File: config.mk
export PLATFORM = sky130hd
export DESIGN_NAME = hiword_timer
export DESIGN_NICKNAME = d
export VERILOG_FILES = /design/src/rtl/hiword_timer_pkg.sv /design/src/rtl/hiword_cfg_regs.sv /design/src/rtl/hiword_count_core.sv /design/src/rtl/hiword_timer.sv
export SDC_FILE = /design/constraint.sdc
export NUM_CORES = 1
export LEC_CHECK = 0
export ABC_AREA = 0
export BUFFER_PORTS_ARGS = -buffer_cell sky130_fd_sc_hd__buf_2
export CAP_MARGIN = 20
export CELL_PAD_IN_SITES_DETAIL_PLACEMENT = 1
export CELL_PAD_IN_SITES_GLOBAL_PLACEMENT = 2
export CORE_ASPECT_RATIO = 0.9
export CORE_MARGIN = 1.5
export CORE_UTILIZATION = 30
export CTS_CLUSTER_DIAMETER = 120
export DETAILED_ROUTE_END_ITERATION = 10
export GPL_TIMING_DRIVEN = 1
export PLACE_DENSITY_LB_ADDON = 0.1
export REMOVE_ABC_BUFFERS = 1
export SYNTH_ARGS = -nofsm -noshare
export SYNTH_HDL_FRONTEND = slang
export SYNTH_SLANG_ARGS = --single-unit
File: constraint.sdc
create_clock -name clk -period 5.44 [get_ports clk]
set_clock_uncertainty 0.1 [all_clocks]
set_input_delay 1.36 -clock clk [delete_from_list [all_inputs] [get_ports clk]]
set_output_delay 1.36 -clock clk [all_outputs]
set_load 0.005 [all_outputs]
File: src/rtl/hiword_timer_pkg.sv
package hiword_timer_pkg;
    localparam int CFG_W = 5;

    typedef struct packed {
        logic irq_ena;
        logic chain;
        logic up;
        logic oneshot;
        logic en;
    } cfg_t;
endpackage

File: src/rtl/hiword_cfg_regs.sv
module hiword_cfg_regs
    import hiword_timer_pkg::*;
#(
    parameter int W = 32,
    localparam int NB = W / 8
) (
    input  logic          clk,
    input  logic          rst_n,
    input  logic          cfg_we,
    input  logic [CFG_W-1:0] cfg_wdata,
    input  logic [NB-1:0] reload_we,
    input  logic [W-1:0]  reload_wdata,
    output cfg_t          cfg_o,
    output logic [W-1:0]  reload_o
);
    typedef struct packed {
        cfg_t         cfg;
        logic [W-1:0] reload;
    } regs_t;

    regs_t regs_d, regs_q;

    always_comb begin
        regs_d = regs_q;
        if (cfg_we) regs_d.cfg = cfg_t'(cfg_wdata);
        for (int b = 0; b < NB; b++) begin
            if (reload_we[b]) regs_d.reload[b*8 +: 8] = reload_wdata[b*8 +: 8];
        end
    end

    always_ff @(posedge clk or negedge rst_n) begin
        if (!rst_n) regs_q <= '0;
        else        regs_q <= regs_d;
    end

    assign cfg_o    = regs_q.cfg;
    assign reload_o = regs_q.reload;

    AST_CFG_TAKEN: assert property (@(posedge clk) disable iff (!rst_n)
        cfg_we |=> cfg_o == $past(cfg_wdata));
    AST_RELOAD_LANE0_KEEP: assert property (@(posedge clk) disable iff (!rst_n)
        !reload_we[0] |=> $stable(reload_o[7:0]));
endmodule

File: src/rtl/hiword_count_core.sv
module hiword_count_core
    import hiword_timer_pkg::*;
#(
    parameter int W = 32,
    localparam int NB = W / 8
) (
    input  logic          clk,
    input  logic          rst_n,
    input  cfg_t          cfg,
    input  logic [W-1:0]  reload,
    input  logic [NB-1:0] cur_we,
    input  logic [W-1:0]  cur_wdata,
    input  logic          strobe,
    input  logic          offset,
    input  logic          enable_in,
    output logic [W-1:0]  cur_o,
    output logic          stop_o,
    output logic          irq_o
);
    typedef struct packed {
        logic [W-1:0] cur;
        logic         stop;
        logic         irq;
        logic         last_en;
    } state_t;

    state_t st_d, st_q;

    logic         eff_en;
    logic         cur_write;
    logic [W-1:0] merged;
    logic [W-1:0] term;
    logic [W-1:0] start;
    logic [W-1:0] stepped;

    always_comb begin
        eff_en    = cfg.chain ? (cfg.en & enable_in) : cfg.en;
        cur_write = |cur_we;
        merged    = st_q.cur;
        for (int b = 0; b < NB; b++) begin
            if (cur_we[b]) merged[b*8 +: 8] = cur_wdata[b*8 +: 8];
        end
        term    = cfg.up ? (offset ? reload - W'(1) : reload) : '0;
        start   = cfg.up ? '0 : reload;
        stepped = cfg.up ? st_q.cur + W'(1) : st_q.cur - W'(1);

        st_d         = st_q;
        st_d.last_en = eff_en;
        if (cur_write) begin
            st_d.cur  = merged;
            st_d.stop = 1'b0;
        end else if (eff_en) begin
            st_d.irq = cfg.irq_ena & st_q.stop;
            if (!st_q.last_en) begin
                st_d.cur  = start;
                st_d.stop = 1'b0;
            end else if (strobe) begin
                if (st_q.cur == term) begin
                    if (cfg.oneshot) begin
                        st_d.stop = 1'b1;
                    end else begin
                        st_d.cur  = start;
                        st_d.stop = 1'b0;
                    end
                end else begin
                    st_d.cur  = stepped;
                    st_d.stop = (stepped == term);
                end
            end
        end else begin
            st_d.irq = 1'b0;
        end
    end

    always_ff @(posedge clk or negedge rst_n) begin
        if (!rst_n) st_q <= '0;
        else        st_q <= st_d;
    end

    assign cur_o  = st_q.cur;
    assign stop_o = st_q.stop;
    assign irq_o  = st_q.irq;

    AST_START_UP_ZERO: assert property (@(posedge clk) disable iff (!rst_n)
        (eff_en && !st_q.last_en && !cur_write && cfg.up) |=> (cur_o == '0 && !stop_o));
    AST_NO_STROBE_HOLD: assert property (@(posedge clk) disable iff (!rst_n)
        (eff_en && st_q.last_en && !strobe && !cur_write) |=> $stable(cur_o));
    AST_ONESHOT_HOLD: assert property (@(posedge clk) disable iff (!rst_n)
        (eff_en && st_q.last_en && !cur_write && cfg.oneshot && stop_o && cur_o == term)
        |=> ($stable(cur_o) && stop_o));
    AST_IRQ_DELAY: assert property (@(posedge clk) disable iff (!rst_n)
        (eff_en && !cur_write) |=> irq_o == $past(cfg.irq_ena && stop_o));
    AST_WRITE_CLEARS_STOP: assert property (@(posedge clk) disable iff (!rst_n)
        cur_write |=> !stop_o);
    AST_DISABLED_NO_IRQ: assert property (@(posedge clk) disable iff (!rst_n)
        (!eff_en && !cur_write) |=> !irq_o);
endmodule

File: src/rtl/hiword_timer.sv
module hiword_timer
    import hiword_timer_pkg::*;
#(
    parameter int W = 32,
    localparam int NB = W / 8
) (
    input  logic          clk,
    input  logic          rst_n,
    input  logic          cfg_we,
    input  logic [CFG_W-1:0] cfg_wdata,
    output logic [W-1:0]  cfg_rdata,
    input  logic [NB-1:0] reload_we,
    input  logic [W-1:0]  reload_wdata,
    output logic [W-1:0]  reload_rdata,
    input  logic [NB-1:0] cur_we,
    input  logic [W-1:0]  cur_wdata,
    output logic [W-1:0]  cur_rdata,
    input  logic          carry_strobe_i,
    input  logic          offset_i,
    input  logic          enable_i,
    output logic          enable_o,
    output logic          stop_o,
    output logic          irq_o
);
    cfg_t cfg;

    hiword_cfg_regs #(.W(W)) u_regs (
        .clk          (clk),
        .rst_n        (rst_n),
        .cfg_we       (cfg_we),
        .cfg_wdata    (cfg_wdata),
        .reload_we    (reload_we),
        .reload_wdata (reload_wdata),
        .cfg_o        (cfg),
        .reload_o     (reload_rdata)
    );

    hiword_count_core #(.W(W)) u_core (
        .clk       (clk),
        .rst_n     (rst_n),
        .cfg       (cfg),
        .reload    (reload_rdata),
        .cur_we    (cur_we),
        .cur_wdata (cur_wdata),
        .strobe    (carry_strobe_i),
        .offset    (offset_i),
        .enable_in (enable_i),
        .cur_o     (cur_rdata),
        .stop_o    (stop_o),
        .irq_o     (irq_o)
    );

    assign cfg_rdata = {{(W-CFG_W){1'b0}}, cfg};
    assign enable_o  = cfg.en;

    AST_ENABLE_OUT: assert property (@(posedge clk) disable iff (!rst_n)
        cfg_we |=> enable_o == $past(cfg_wdata[0]));
endmodule

## Word-level counts from Yosys, hierarchy flattened

Index checks and enable logic that the tools add are counted.

- $add $sub $neg: 3
- Mux-type cells: 17
- Bitwise logic cells: 2
- Reduce and logical (&&, ||, !) cells: 7
- Equality and inequality tests: 8

Operators by type and width:

| operator | number |
|---|---|
| $mux W33 | 5 |
| $mux W32 | 5 |
| $eq A32 B32 Y1 | 2 |
| $sub A32 B1 Y32 const B | 2 |
| $add A32 B1 Y32 const B | 1 |
| $mux W8 | 4 |
| $reduce_and A4 Y1 | 4 |
| $ne A2 B2 Y1 const B | 4 |
| $ne A4 B4 Y1 const B | 1 |
| $reduce_or A4 Y1 | 1 |
| $mux W1 | 3 |
| $ne A3 B3 Y1 const B | 1 |
| $and A1 B1 Y1 | 2 |
| $reduce_and A2 Y1 | 1 |
| $reduce_bool A2 Y1 | 1 |

- Flip-flop bits (word level): 72
- Word-level logic and storage cells: 53
- Output and inout port bits: 99

## Logic depth before layout (Yosys ltp)

Gate-level depths: netlist of the first run.

- Depth in word-level cells: 9
- Gate-level depth with buffers: 18
- Mapped depth without buffers: 13

## Hierarchy

A second synthesis of the first run with hierarchy kept.

- Cells, all modules: 917
- Area total of the unflattened synthesis: 7888.8 sq um

Modules (own cells, without submodules):

| module | area each (sq um) | cells an instance | instances |
|---|---|---|---|
| hiword_count_core | 6167.2 | 810 | 1 |
| hiword_cfg_regs | 1507.7 | 78 | 1 |
| hiword_timer | 214.0 | 29 | 1 |

## Worst setup path after synthesis of the first run

No wires, ideal clock.

- Path kind: register to register
- From: register u_regs.regs_q[34], in the netlist u_regs.cfg_o[2]
- To: register u_core.st_q (netlist bit u_core.stop_o)
- Setup slack: 0.037 ns
- Library setup time: 0.063 ns
- Arrival: 5.240 ns
- Stages on the path, launching flop included: 19
- Clock period less this slack: 5.403 ns
- Required time: 5.277 ns
- Cells stage by stage: dfrtp_1 -> clkbuf_1 -> inv_1 -> clkbuf_1 -> clkbuf_1 -> buf_1 -> ha_1 -> clkbuf_1 -> a21o_1 -> a31oi_1 -> o22ai_1 -> o311a_1 -> o2111a_1 -> o21a_1 -> o211a_1 -> xnor2_1 -> a41oi_1 -> a2111oi_0 -> or2_2

- Cells in the longest elaborated chain, start to end: 7
- Elaborated cells on any way between the ends: 9
- Classes of those cells: eq/ne: 2; mux: 7

RTL lines:

| item | line | RTL |
|---|---|---|
| from (decl) | hiword_cfg_regs.sv:21 | `regs_t regs_d, regs_q;` |
| from (signal assigned) | hiword_cfg_regs.sv:33 | `else regs_q <= regs_d;` |
| $mux W32 (on tied branches) | hiword_count_core.sv:45, hiword_count_core.sv:43 |  |
| $eq A32 B32 Y1 (on tied branches) | hiword_count_core.sv:67, hiword_count_core.sv:58 |  |
| $mux W33 (*) | hiword_count_core.sv:58 | `if (st_q.cur == term) begin` |
| $mux W33 (*) | hiword_count_core.sv:57 | `end else if (strobe) begin` |
| $mux W33 (*) | hiword_count_core.sv:54 | `if (!st_q.last_en) begin` |
| $mux W33 (*) | hiword_count_core.sv:52 | `end else if (eff_en) begin` |
| $mux W33 (*) | hiword_count_core.sv:49 | `if (cur_write) begin` |
| to (signal assigned) | hiword_count_core.sv:77 | `else st_q <= st_d;` |
| to (decl) | hiword_count_core.sv:27 | `state_t st_d, st_q;` |

Mark *: on every way between the ends. The rest lies on a longest branch, timed or not. The select of a mux whose other input is x is not followed.
A chain may end at the register's enable or synchronous reset.

## Worst setup path after layout of the first run

- From: input port offset_i
- To: register u_core.st_q (netlist bit u_core.cur_o[21])

- Cells in the longest elaborated chain, start to end: 8
- Elaborated cells on any way between the ends: 10
- Classes of those cells: eq/ne: 2; mux: 7; reduce/logical: 1

RTL lines:

| item | line | RTL |
|---|---|---|
| from (decl) | hiword_timer.sv:19 | `input logic offset_i,` |
| $mux W32 (*) (2 in series) | hiword_count_core.sv:43 | `term = cfg.up ? (offset ? reload - W'(1) : reload) : '0;` |
| $eq A32 B32 Y1 (*) | hiword_count_core.sv:58 |  |
| $mux W33 | hiword_count_core.sv:58 |  |
| $mux W33 | hiword_count_core.sv:57 |  |
| $mux W33 | hiword_count_core.sv:54 |  |
| $mux W33 | hiword_count_core.sv:52 |  |
| $mux W33 | hiword_count_core.sv:49 |  |

Marks and branches as above.

==> flow_summary.html, run 1 <==
<table>
<tr><th>Metric</th><th>Value</th></tr>
<tr><th colspan="2">Outcome</th></tr>
<tr><td>Result of the run</td><td>complete, no violations</td></tr>
<tr><th colspan="2">Clocking</th></tr>
<tr><td># Post-CTS Setup Buffers</td><td>0</td></tr>
<tr><td>Post_cts resized</td><td>0</td></tr>
<tr><td>Clk buf depth</td><td>2</td></tr>
<tr><td>Clock slew at reported path FFs</td><td>0.06 ns</td></tr>
<tr><td>Source-to-sink clock delay at the later pin of the worst-skew pair</td><td>0.36 ns</td></tr>
<tr><td>Number of clock sinks seen by CTS</td><td>72</td></tr>
<tr><td>Maximum level of the CTS H-tree</td><td>3</td></tr>
<tr><td>CTS tree</td><td>done</td></tr>
<tr><td>Clk Tree Root Cell</td><td>clkbuf_16</td></tr>
<tr><td>Number of CTS-inserted buffers</td><td>9</td></tr>
<tr><td>CTS Hold Buffers Added</td><td>0</td></tr>
<tr><th colspan="2">Layout</th></tr>
<tr><td>Fraction of final layout cells with drive strength greater than 1</td><td>0.239</td></tr>
<tr><td>Area growth, synth to finish</td><td>12.9%</td></tr>
<tr><td>Filler-free cell count of the finished design</td><td>1413</td></tr>
<tr><td>Commonest non-fill, non-tap cells in the layout</td><td>153 x buf_2, 75 x nor2_1, 71 x dfrtp_1, 67 x nand2_1, 43 x xnor2_1</td></tr>
<tr><td>Leading cell type in the layout, fill and taps excluded</td><td>buf_2</td></tr>
<tr><td>Antenna cells</td><td>0</td></tr>
<tr><td>Nets</td><td>1175</td></tr>
<tr><th colspan="2">Synth</th></tr>
<tr><td>Number of distinct library cells after synthesis</td><td>86</td></tr>
<tr><td>Commonest register cell after synthesis</td><td>dfrtp_1</td></tr>
<tr><td>Ys async rst share</td><td>1.00</td></tr>
<tr><td>Mapped Area</td><td>8130 um2</td></tr>
<tr><td>Top post-synthesis cells by area</td><td>dfrtp_1 22%, buf_4 5.7%, mux2i_1 4.8%, ha_1 4.8%, mux2_2 4.7%</td></tr>
<tr><td>Avg Synthesized Cell Area</td><td>8.42 um2</td></tr>
<tr><td>Number of enable flip-flop cells after synthesis</td><td>0</td></tr>
<tr><td>Yosys Warn Count</td><td>0</td></tr>
<tr><td>Cells after Synth</td><td>966</td></tr>
<tr><td>Share of synthesized area occupied by flip-flops and latches</td><td>0.222</td></tr>
<tr><td>Synthesis-stage register bit count</td><td>72</td></tr>
<tr><td>Library cell occupying the most area in the post-synthesis netlist</td><td>dfrtp_1</td></tr>
<tr><td>Synth top area share</td><td>0.222</td></tr>
<tr><th colspan="2">Global routing</th></tr>
<tr><td>Maximum number of pins on one net before global-route repair</td><td>75</td></tr>
<tr><td>First-pass GRT wire length</td><td>48.7 mm</td></tr>
<tr><td>Total GRT Usage</td><td>0.227</td></tr>
<tr><td>Remaining Overflow, GRT</td><td>0</td></tr>
<tr><td>Antenna violations before repair</td><td>0</td></tr>
<tr><td>Vias in the first global route</td><td>7575</td></tr>
<tr><th colspan="2">Detailed routing</th></tr>
<tr><td>Vias after detailed routing</td><td>7678</td></tr>
<tr><td>Post-Route WL</td><td>31.8 mm</td></tr>
<tr><td>DRT iter0 DRCs</td><td>631</td></tr>
<tr><td>Avg Vias per Cell</td><td>5.43</td></tr>
<tr><td>Detail-routed net length per standard cell</td><td>22.5 um</td></tr>
<tr><td>Remaining number of nets flagged by the antenna check after routing</td><td>0</td></tr>
<tr><td>Number of design rule violations left after detail routing</td><td>0</td></tr>
<tr><td>Initial DRT Pass Iterations</td><td>5</td></tr>
<tr><th colspan="2">Timing</th></tr>
<tr><td>Min Hold Slack</td><td>0.385 ns</td></tr>
<tr><td>Total of endpoints with negative setup slack in the final report</td><td>0</td></tr>
<tr><td>Crit path time final</td><td>4.99 ns</td></tr>
<tr><td>Final worst-path cycle share</td><td>0.918</td></tr>
<tr><td>Worst slew slack as a fraction of its limit</td><td>0.464</td></tr>
<tr><td>Max Clock Freq</td><td>0.200 GHz</td></tr>
<tr><td>Transition time at the pin with the least slew margin</td><td>0.804 ns</td></tr>
<tr><td>Pins Over Slew Limit</td><td>0</td></tr>
<tr><td>Final hold viol count</td><td>0</td></tr>
<tr><td>Setup repair after global routing missed its margin</td><td>no</td></tr>
<tr><th colspan="2">Floorplanning</th></tr>
<tr><td>Effective utilization at floorplan</td><td>0.309</td></tr>
<tr><td>Die area</td><td>28100 um2</td></tr>
<tr><td>Boundary pin count</td><td>182</td></tr>
<tr><td>Height of the die</td><td>159 um</td></tr>
<tr><td>Die width</td><td>177 um</td></tr>
<tr><td>Area of the core</td><td>26300 um2</td></tr>
<tr><td>Site Rows</td><td>56</td></tr>
<tr><th colspan="2">Power</th></tr>
<tr><td>Pwr Density</td><td>283 nW/um2</td></tr>
<tr><td>Worst supply voltage drop on vdd</td><td>129 uV</td></tr>
<tr><td>Sequential share of power</td><td>0.280</td></tr>
<tr><td>Switching Share</td><td>0.430</td></tr>
<tr><td>Switching power of the nets</td><td>1120 uW</td></tr>
<tr><td>Internal power component</td><td>1480 uW</td></tr>
<tr><td>Pleak</td><td>0.00402 uW</td></tr>
<tr><td>Part of the power in combinational logic</td><td>0.470</td></tr>
<tr><td>Share of power burned in the clock network</td><td>0.250</td></tr>
<tr><th colspan="2">Setup path</th></tr>
<tr><td>Critical Path Sink</td><td>u_core.cur_o[21]$_DFFE_PN0P_</td></tr>
<tr><td>Critical Path End Type</td><td>flip-flop</td></tr>
<tr><td>Internal reg-to-reg setup slack</td><td>0.60 ns</td></tr>
<tr><td>Largest fanout of any net on the critical path</td><td>16</td></tr>
<tr><td>Worst path required time</td><td>5.58 ns</td></tr>
<tr><td>Worst R2R End</td><td>u_core.stop_o$_DFFE_PN0P_</td></tr>
<tr><td>R2R Path Start</td><td>u_regs.cfg_o[2]$_DFFE_PN0P_</td></tr>
<tr><td>Critical path start-end classification</td><td>input pin to flip-flop</td></tr>
<tr><td>Startpoint of the most critical setup path</td><td>offset_i</td></tr>
<tr><td>Data arrival at the endpoint of the critical path</td><td>5.13 ns</td></tr>
<tr><td>FF-to-FF path depth</td><td>14</td></tr>
<tr><td>Critical Path Source Type</td><td>input pin</td></tr>
<tr><th colspan="2">Placed design</th></tr>
<tr><td>Port Buf Inserts</td><td>154</td></tr>
<tr><td>Post-detail-place hpwl</td><td>24.8 mm</td></tr>
<tr><td>Number of instances in the placed design</td><td>1397</td></tr>
<tr><td>RD Place Congestion</td><td>0.846</td></tr>
<tr><th colspan="2">Job</th></tr>
<tr><td>Max-cap check violation count</td><td>0</td></tr>
<tr><th colspan="2">Hold path</th></tr>
<tr><td>Hold crit path type</td><td>flip-flop to flip-flop</td></tr>
</table>
## critical path, stage by stage
cell and delay, ns:
buf_2 0.11, or4b_1 0.62, buf_4 0.23, nor4_1 0.34, mux2i_1 0.49, xnor2_1 0.20, nand4_1 0.15, nor4_1 0.22
nand4_1 0.25, or3_4 0.53, o21ai_2 0.30, nor2_1 0.11, a22o_1 0.21
## power by group through the flow
stage / clock network [uW] / registers [uW] / logic, uW
6_report: 649 / 727 / 1220
4_1_cts: 671 / 725 / 1220
5_1_grt: 681 / 736 / 1340
3_5_place_dp: 0 / 735 / 1210
3_3_place_gp: 0 / 734 / 1220
2_1_floorplan: 0 / 687 / 811
## cells by family (layout without fill, tap and decap cells)
logic type      Yosys count  after routing  synth area share
xor+xnor                 83             83             0.101
fa+ha+maj                32             32            0.0502
flops                    72             72             0.222
other cells               1             27          0.000461
buf+inv                 134            207            0.0975
mux                      73             73            0.0951
simple gates            334            334             0.225
compound gates          237            237             0.209
## per-layer routing
| metal | track usage | wire length, um |
|---|---|---|
| met5 | 0 | 0 |
| met4 | 0.0366 | 283 |
| met3 | 0.0308 | 1390 |
| met1 | 0.356 | 17000 |
| met2 | 0.329 | 13100 |
## worst min path at each step
stage	start	slack, ns	cells past startpoint	to
floorplan	u_core.irq_o$_DFFE_PN0P_	0.37	2	u_core.irq_o$_DFFE_PN0P_
global placement	u_core.irq_o$_DFFE_PN0P_	0.37	2	u_core.irq_o$_DFFE_PN0P_
detailed placement	u_core.irq_o$_DFFE_PN0P_	0.38	2	u_core.irq_o$_DFFE_PN0P_
CTS	u_core.irq_o$_DFFE_PN0P_	0.39	2	u_core.irq_o$_DFFE_PN0P_
global route	u_core.irq_o$_DFFE_PN0P_	0.46	2	u_core.irq_o$_DFFE_PN0P_
finish	u_core.irq_o$_DFFE_PN0P_	0.39	2	u_core.irq_o$_DFFE_PN0P_
## through the flow
| stage | cell area, um2 | TNS (ns) | utilization | power [uW] | setup WS, ns |
|---|---|---|---|---|---|
| 3_3_place_gp | 8880 | 0 | 0.337 | 1950 | 0.101 |
| 6_report | 9180 | 0 | 0.349 | 2600 | 0.449 |
| 5_1_grt | 9180 | 0 | 0.349 | 2760 | 0.206 |
| 4_1_cts | 9180 | 0 | 0.349 | 2620 | 0.421 |
| 2_1_floorplan | 7500 | -54.94 | - | 1500 | -2.05 |
| 3_5_place_dp | 8880 | 0 | 0.337 | 1950 | 0.0561 |
## area by class of cell
cell class	count	area, um2
Fill cell	3230	17200
Multi-Input combinational cell	786	5640
Sequential cell	72	1800
Timing Repair Buffer	175	943
Tap cell	348	435
Clock buffer	12	246
Inverter	16	60.1
Clock inverter	4	53.8
## sequential cells by signal (all words and copies together), names as in the netlist
name / count
u_core.st_q: 1
u_core.irq_o: 1
u_regs.reload_o: 32
u_regs.cfg_o: 5
u_core.cur_o: 32
u_core.stop_o: 1
## cells in the mapped netlist (all sizes together), types with 32 or more instances
cell and count:
nor2 75, buf 74, dfrtp 72, nand2 67, o21ai 49, clkbuf 44, xnor2 43, mux2i 39
a21oi 38, mux2 34, xor2 33, a21o 32
Note: power is estimated with default switching activity, not from simulation.
==> run 2, diff against run 1 <==
- PLACE_DENSITY: default -> 0.84
- PLACE_DENSITY_LB_ADDON: 0.1 -> default
- SYNTH_HIERARCHICAL: default -> 1
==> flow_summary.html, run 2 <==
<table>
<tr><th>Metric</th><th>Value</th></tr>
<tr><th colspan="2">Detailed routing</th></tr>
<tr><td>Number of design rule violations left after detail routing</td><td>0 (unchanged)</td></tr>
<tr><td>Vias after detailed routing</td><td>7515 (-2.1%)</td></tr>
<tr><td>Initial DRT Pass Iterations</td><td>5 (unchanged)</td></tr>
<tr><td>Detail-routed net length per standard cell</td><td>20.8 um (-7.8%)</td></tr>
<tr><td>Post-Route WL</td><td>28.7 mm (-9.8%)</td></tr>
<tr><td>DRT iter0 DRCs</td><td>546 (-13%)</td></tr>
<tr><td>Remaining number of nets flagged by the antenna check after routing</td><td>0 (unchanged)</td></tr>
<tr><td>Avg Vias per Cell</td><td>5.44 (about the same)</td></tr>
<tr><th colspan="2">Layout</th></tr>
<tr><td>Cell area after layout</td><td>9040 um2 (-1.6%)</td></tr>
<tr><td>Commonest non-fill, non-tap cells in the layout</td><td>153 x buf_2, 71 x dfrtp_1, 64 x nand2_1, 61 x nor2_1, 60 x a21oi_1</td></tr>
<tr><td>Fraction of final layout cells with drive strength greater than 1</td><td>0.257 (+0.0178)</td></tr>
<tr><td>Leading cell type in the layout, fill and taps excluded</td><td>buf_2</td></tr>
<tr><td>Area growth, synth to finish</td><td>14.6%</td></tr>
<tr><td>Nets</td><td>1144 (-2.6%)</td></tr>
<tr><td>Antenna cells</td><td>0 (unchanged)</td></tr>
<tr><td>Filler-free cell count of the finished design</td><td>1382 (-2.2%)</td></tr>
<tr><th colspan="2">Timing</th></tr>
<tr><td>Pins Over Slew Limit</td><td>0 (unchanged)</td></tr>
<tr><td>Worst slew slack as a fraction of its limit</td><td>0.343 (-0.122)</td></tr>
<tr><td>Transition time at the pin with the least slew margin</td><td>0.986 ns (+0.182 ns)</td></tr>
<tr><td>Total of endpoints with negative setup slack in the final report</td><td>0 (unchanged)</td></tr>
<tr><td>Setup repair after global routing missed its margin</td><td>no</td></tr>
<tr><td>Max Clock Freq</td><td>0.207 GHz (+3.1%)</td></tr>
<tr><td>Final worst-path cycle share</td><td>0.890 (-0.0275)</td></tr>
<tr><td>Crit path time final</td><td>4.84 ns (-0.149 ns)</td></tr>
<tr><td>Final hold viol count</td><td>0 (unchanged)</td></tr>
<tr><th colspan="2">Placed design</th></tr>
<tr><td>Post-detail-place hpwl</td><td>22.9 mm (-7.9%)</td></tr>
<tr><td>Number of instances in the placed design</td><td>1366 (-2.2%)</td></tr>
<tr><td>Cell area after placement</td><td>8720 um2 (-1.8%)</td></tr>
<tr><td>Port Buf Inserts</td><td>154 (unchanged)</td></tr>
<tr><td>RD Place Congestion</td><td>0.913 (+7.9%)</td></tr>
<tr><th colspan="2">Power</th></tr>
<tr><td>Pwr Density</td><td>292 nW/um2 (+3.1%)</td></tr>
<tr><td>Switching power of the nets</td><td>1120 uW (-0.18%)</td></tr>
<tr><td>Sequential share of power</td><td>0.276 (-0.004)</td></tr>
<tr><td>Worst supply voltage drop on vdd</td><td>133 uV (+3.3%)</td></tr>
<tr><td>Share of power burned in the clock network</td><td>0.245 (-0.005)</td></tr>
<tr><td>Post-layout total power</td><td>2640 uW (+1.5%)</td></tr>
<tr><td>Pleak</td><td>0.00399 uW (-0.68%)</td></tr>
<tr><td>Switching Share</td><td>0.423 (-0.00712)</td></tr>
<tr><td>Part of the power in combinational logic</td><td>0.478 (+0.008)</td></tr>
<tr><td>Internal power component</td><td>1520 uW (+2.8%)</td></tr>
<tr><th colspan="2">Setup path</th></tr>
<tr><td>Slowest cell on the critical path</td><td>or4b_1</td></tr>
<tr><td>Most common cell on crit path</td><td>nor4_1</td></tr>
<tr><td>Crit path depth</td><td>12 (-1)</td></tr>
<tr><td>Critical Path Source Type</td><td>input pin</td></tr>
<tr><td>Largest fanout of any net on the critical path</td><td>15 (-1)</td></tr>
<tr><td>Startpoint of the most critical setup path</td><td>offset_i</td></tr>
<tr><td>Data arrival at the endpoint of the critical path</td><td>4.97 ns (-0.16 ns)</td></tr>
<tr><td>CP bufs+invs</td><td>2 (unchanged)</td></tr>
<tr><td>CP peak stage delay</td><td>0.59 ns (-0.03 ns)</td></tr>
<tr><td>Critical path start-end classification</td><td>input pin to flip-flop</td></tr>
<tr><td>FF-to-FF path depth</td><td>14 (unchanged)</td></tr>
<tr><td>Critical Path End Type</td><td>flip-flop</td></tr>
<tr><td>Crit path cell chain</td><td>buf_2 -&gt; or4b_1 -&gt; nor4_1 -&gt; mux2i_1 -&gt; xnor2_1 -&gt; o2111ai_1 -&gt; nor4_1 -&gt; nand4_2 -&gt; nor3_4 -&gt; a21o_1 -&gt; buf_4 -&gt; o31ai_1</td></tr>
<tr><td>R2R Path Start</td><td>u_regs/cfg_o[2]$_DFFE_PN0P_</td></tr>
<tr><td>Largest delay share family, worst path</td><td>simple AND/OR/NAND/NOR gates</td></tr>
<tr><td>Worst path required time</td><td>5.56 ns (-0.02 ns)</td></tr>
<tr><th colspan="2">Clocking</th></tr>
<tr><td>Clock slew at reported path FFs</td><td>0.06 ns (about the same)</td></tr>
<tr><td>Clk buf depth</td><td>2 (unchanged)</td></tr>
<tr><td>CTS Hold Buffers Added</td><td>0 (unchanged)</td></tr>
<tr><td>Post_cts resized</td><td>0 (unchanged)</td></tr>
<tr><td>Source-to-sink clock delay at the later pin of the worst-skew pair</td><td>0.35 ns (about the same)</td></tr>
<tr><td>Number of clock sinks seen by CTS</td><td>72 (unchanged)</td></tr>
<tr><td>CTS tree</td><td>done</td></tr>
<tr><td>Number of CTS-inserted buffers</td><td>9 (unchanged)</td></tr>
<tr><td>Maximum level of the CTS H-tree</td><td>3 (unchanged)</td></tr>
<tr><td>Clk Tree Root Cell</td><td>clkbuf_16</td></tr>
<tr><td># Post-CTS Setup Buffers</td><td>0 (unchanged)</td></tr>
<tr><th colspan="2">Synth</th></tr>
<tr><td>Mapped Area</td><td>7890 um2 (-3.0%)</td></tr>
<tr><td>Ys async rst share</td><td>1.00 (unchanged)</td></tr>
<tr><td>Post-synth top cells</td><td>72 x dfrtp_1, 64 x buf_4, 64 x nand2_1</td></tr>
<tr><td>Most frequent cell after synthesis</td><td>dfrtp_1</td></tr>
<tr><td>Number of distinct library cells after synthesis</td><td>85 (-1.2%)</td></tr>
<tr><td>Top post-synthesis cells by area</td><td>dfrtp_1 23%, xnor2_1 6.2%, buf_4 6.1%, mux2_4 6.1%, ha_1 4.9%</td></tr>
<tr><td>Synthesis-stage register bit count</td><td>72 (unchanged)</td></tr>
<tr><td>Cells after Synth</td><td>917 (-5.1%)</td></tr>
<tr><td>Yosys Warn Count</td><td>6 (+6)</td></tr>
<tr><td>Share of synthesized area occupied by flip-flops and latches</td><td>0.228 (+0.00685)</td></tr>
<tr><td>Avg Synthesized Cell Area</td><td>8.60 um2 (+2.2%)</td></tr>
<tr><td>Synth top area share</td><td>0.228 (+0.00685)</td></tr>
<tr><td>Number of enable flip-flop cells after synthesis</td><td>0 (unchanged)</td></tr>
<tr><td>Commonest register cell after synthesis</td><td>dfrtp_1</td></tr>
<tr><td>Library cell occupying the most area in the post-synthesis netlist</td><td>dfrtp_1</td></tr>
<tr><th colspan="2">Global routing</th></tr>
<tr><td>Remaining Overflow, GRT</td><td>0 (unchanged)</td></tr>
<tr><td>Total GRT Usage</td><td>0.208 (-0.0188)</td></tr>
<tr><td>First-pass GRT wire length</td><td>43.6 mm (-10%)</td></tr>
<tr><td>Vias in the first global route</td><td>7374 (-2.7%)</td></tr>
<tr><td>Antenna violations before repair</td><td>0 (unchanged)</td></tr>
<tr><td>Maximum number of pins on one net before global-route repair</td><td>73 (-2.7%)</td></tr>
<tr><th colspan="2">Hold path</th></tr>
<tr><td>Hold crit path type</td><td>flip-flop to flip-flop</td></tr>
<tr><td>Hold Path Depth</td><td>1 (-1)</td></tr>
<tr><td>Hold Crit Start</td><td>u_core/irq_o$_DFFE_PN0P_</td></tr>
<tr><th colspan="2">Floorplanning</th></tr>
<tr><td>Die area</td><td>27300 um2 (-2.9%)</td></tr>
<tr><td>Boundary pin count</td><td>182 (unchanged)</td></tr>
<tr><td>Site Rows</td><td>56 (unchanged)</td></tr>
<tr><td>Effective utilization at floorplan</td><td>0.304 (-0.00441)</td></tr>
<tr><td>Die width</td><td>174 um (-1.5%)</td></tr>
<tr><td>Height of the die</td><td>157 um (-1.5%)</td></tr>
<tr><td>Area of the core</td><td>25900 um2 (-1.6%)</td></tr>
<tr><th colspan="2">Job</th></tr>
<tr><td>Max-cap check violation count</td><td>0 (unchanged)</td></tr>
<tr><th colspan="2">Outcome</th></tr>
<tr><td>Result of the run</td><td>complete, no violations</td></tr>
</table>
==> run 2: routing by layer <==
metal,track usage,part of all wire,vias to the layer above
met2,0.326,0.45,228
met5,0,0,-
li1,-,-,3512
met4,0.0624,0.020,0
met1,0.295,0.48,3747
met3,0.0304,0.054,28
==> run 2: worst paths after layout <==
kind	to	slack, ns
hold / removal	u_core/irq_o$_DFFE_PN0P_	0.39
min in group asynchronous	u_core/cur_o[23]$_DFFE_PN0P_	1.07
setup / recovery	u_core/cur_o[19]$_DFFE_PN0P_	0.60
hold reg to reg	u_core/irq_o$_DFFE_PN0P_	0.39
setup reg to reg	u_core/stop_o$_DFFE_PN0P_	0.99
max in group asynchronous	u_regs/cfg_o[2]$_DFFE_PN0P_	3.48
==> run 2: cells by family after synthesis <==
logic type,after synthesis,synth area share
AOI/OAI and AO/OA,243,0.211
xor gates and xnor gates,82,0.0963
adders and majority gates,32,0.0517
buffers and inverters,123,0.0956
DFF,72,0.228
muxes,79,0.122
other,1,0.000475
and+or+nand+nor,285,0.194
==> run 2: stage by stage <==
step	setup WS, ns	util	setup TNS [ns]	hold slack, ns
floorplan	-1.42	-	-41.41	0.389
global placement	0.345	0.336	0	0.371
detailed placement	0.316	0.336	0	0.381
CTS	0.677	0.349	0	0.398
global route	0.396	0.349	0	0.425
finish	0.598	0.349	0	0.390
==> run 2: cell type report <==
class	instances	area, um2
Timing Repair Buffer	177	958
Multi-Input combinational cell	748	5440
Clock buffer	9	225
Inverter	21	78.8
Fill cell	3161	16900
Clock inverter	7	96.3
Tap cell	348	435
Sequential cell	72	1800
==> run 2: power groups by stage <==
stage | clock network (uW) | registers [uW] | logic (uW)
floorplan | 0 | 693 | 829
global placement | 0 | 736 | 1220
detailed placement | 0 | 737 | 1230
CTS | 665 | 728 | 1250
global route | 682 | 739 | 1370
finish | 647 | 729 | 1260
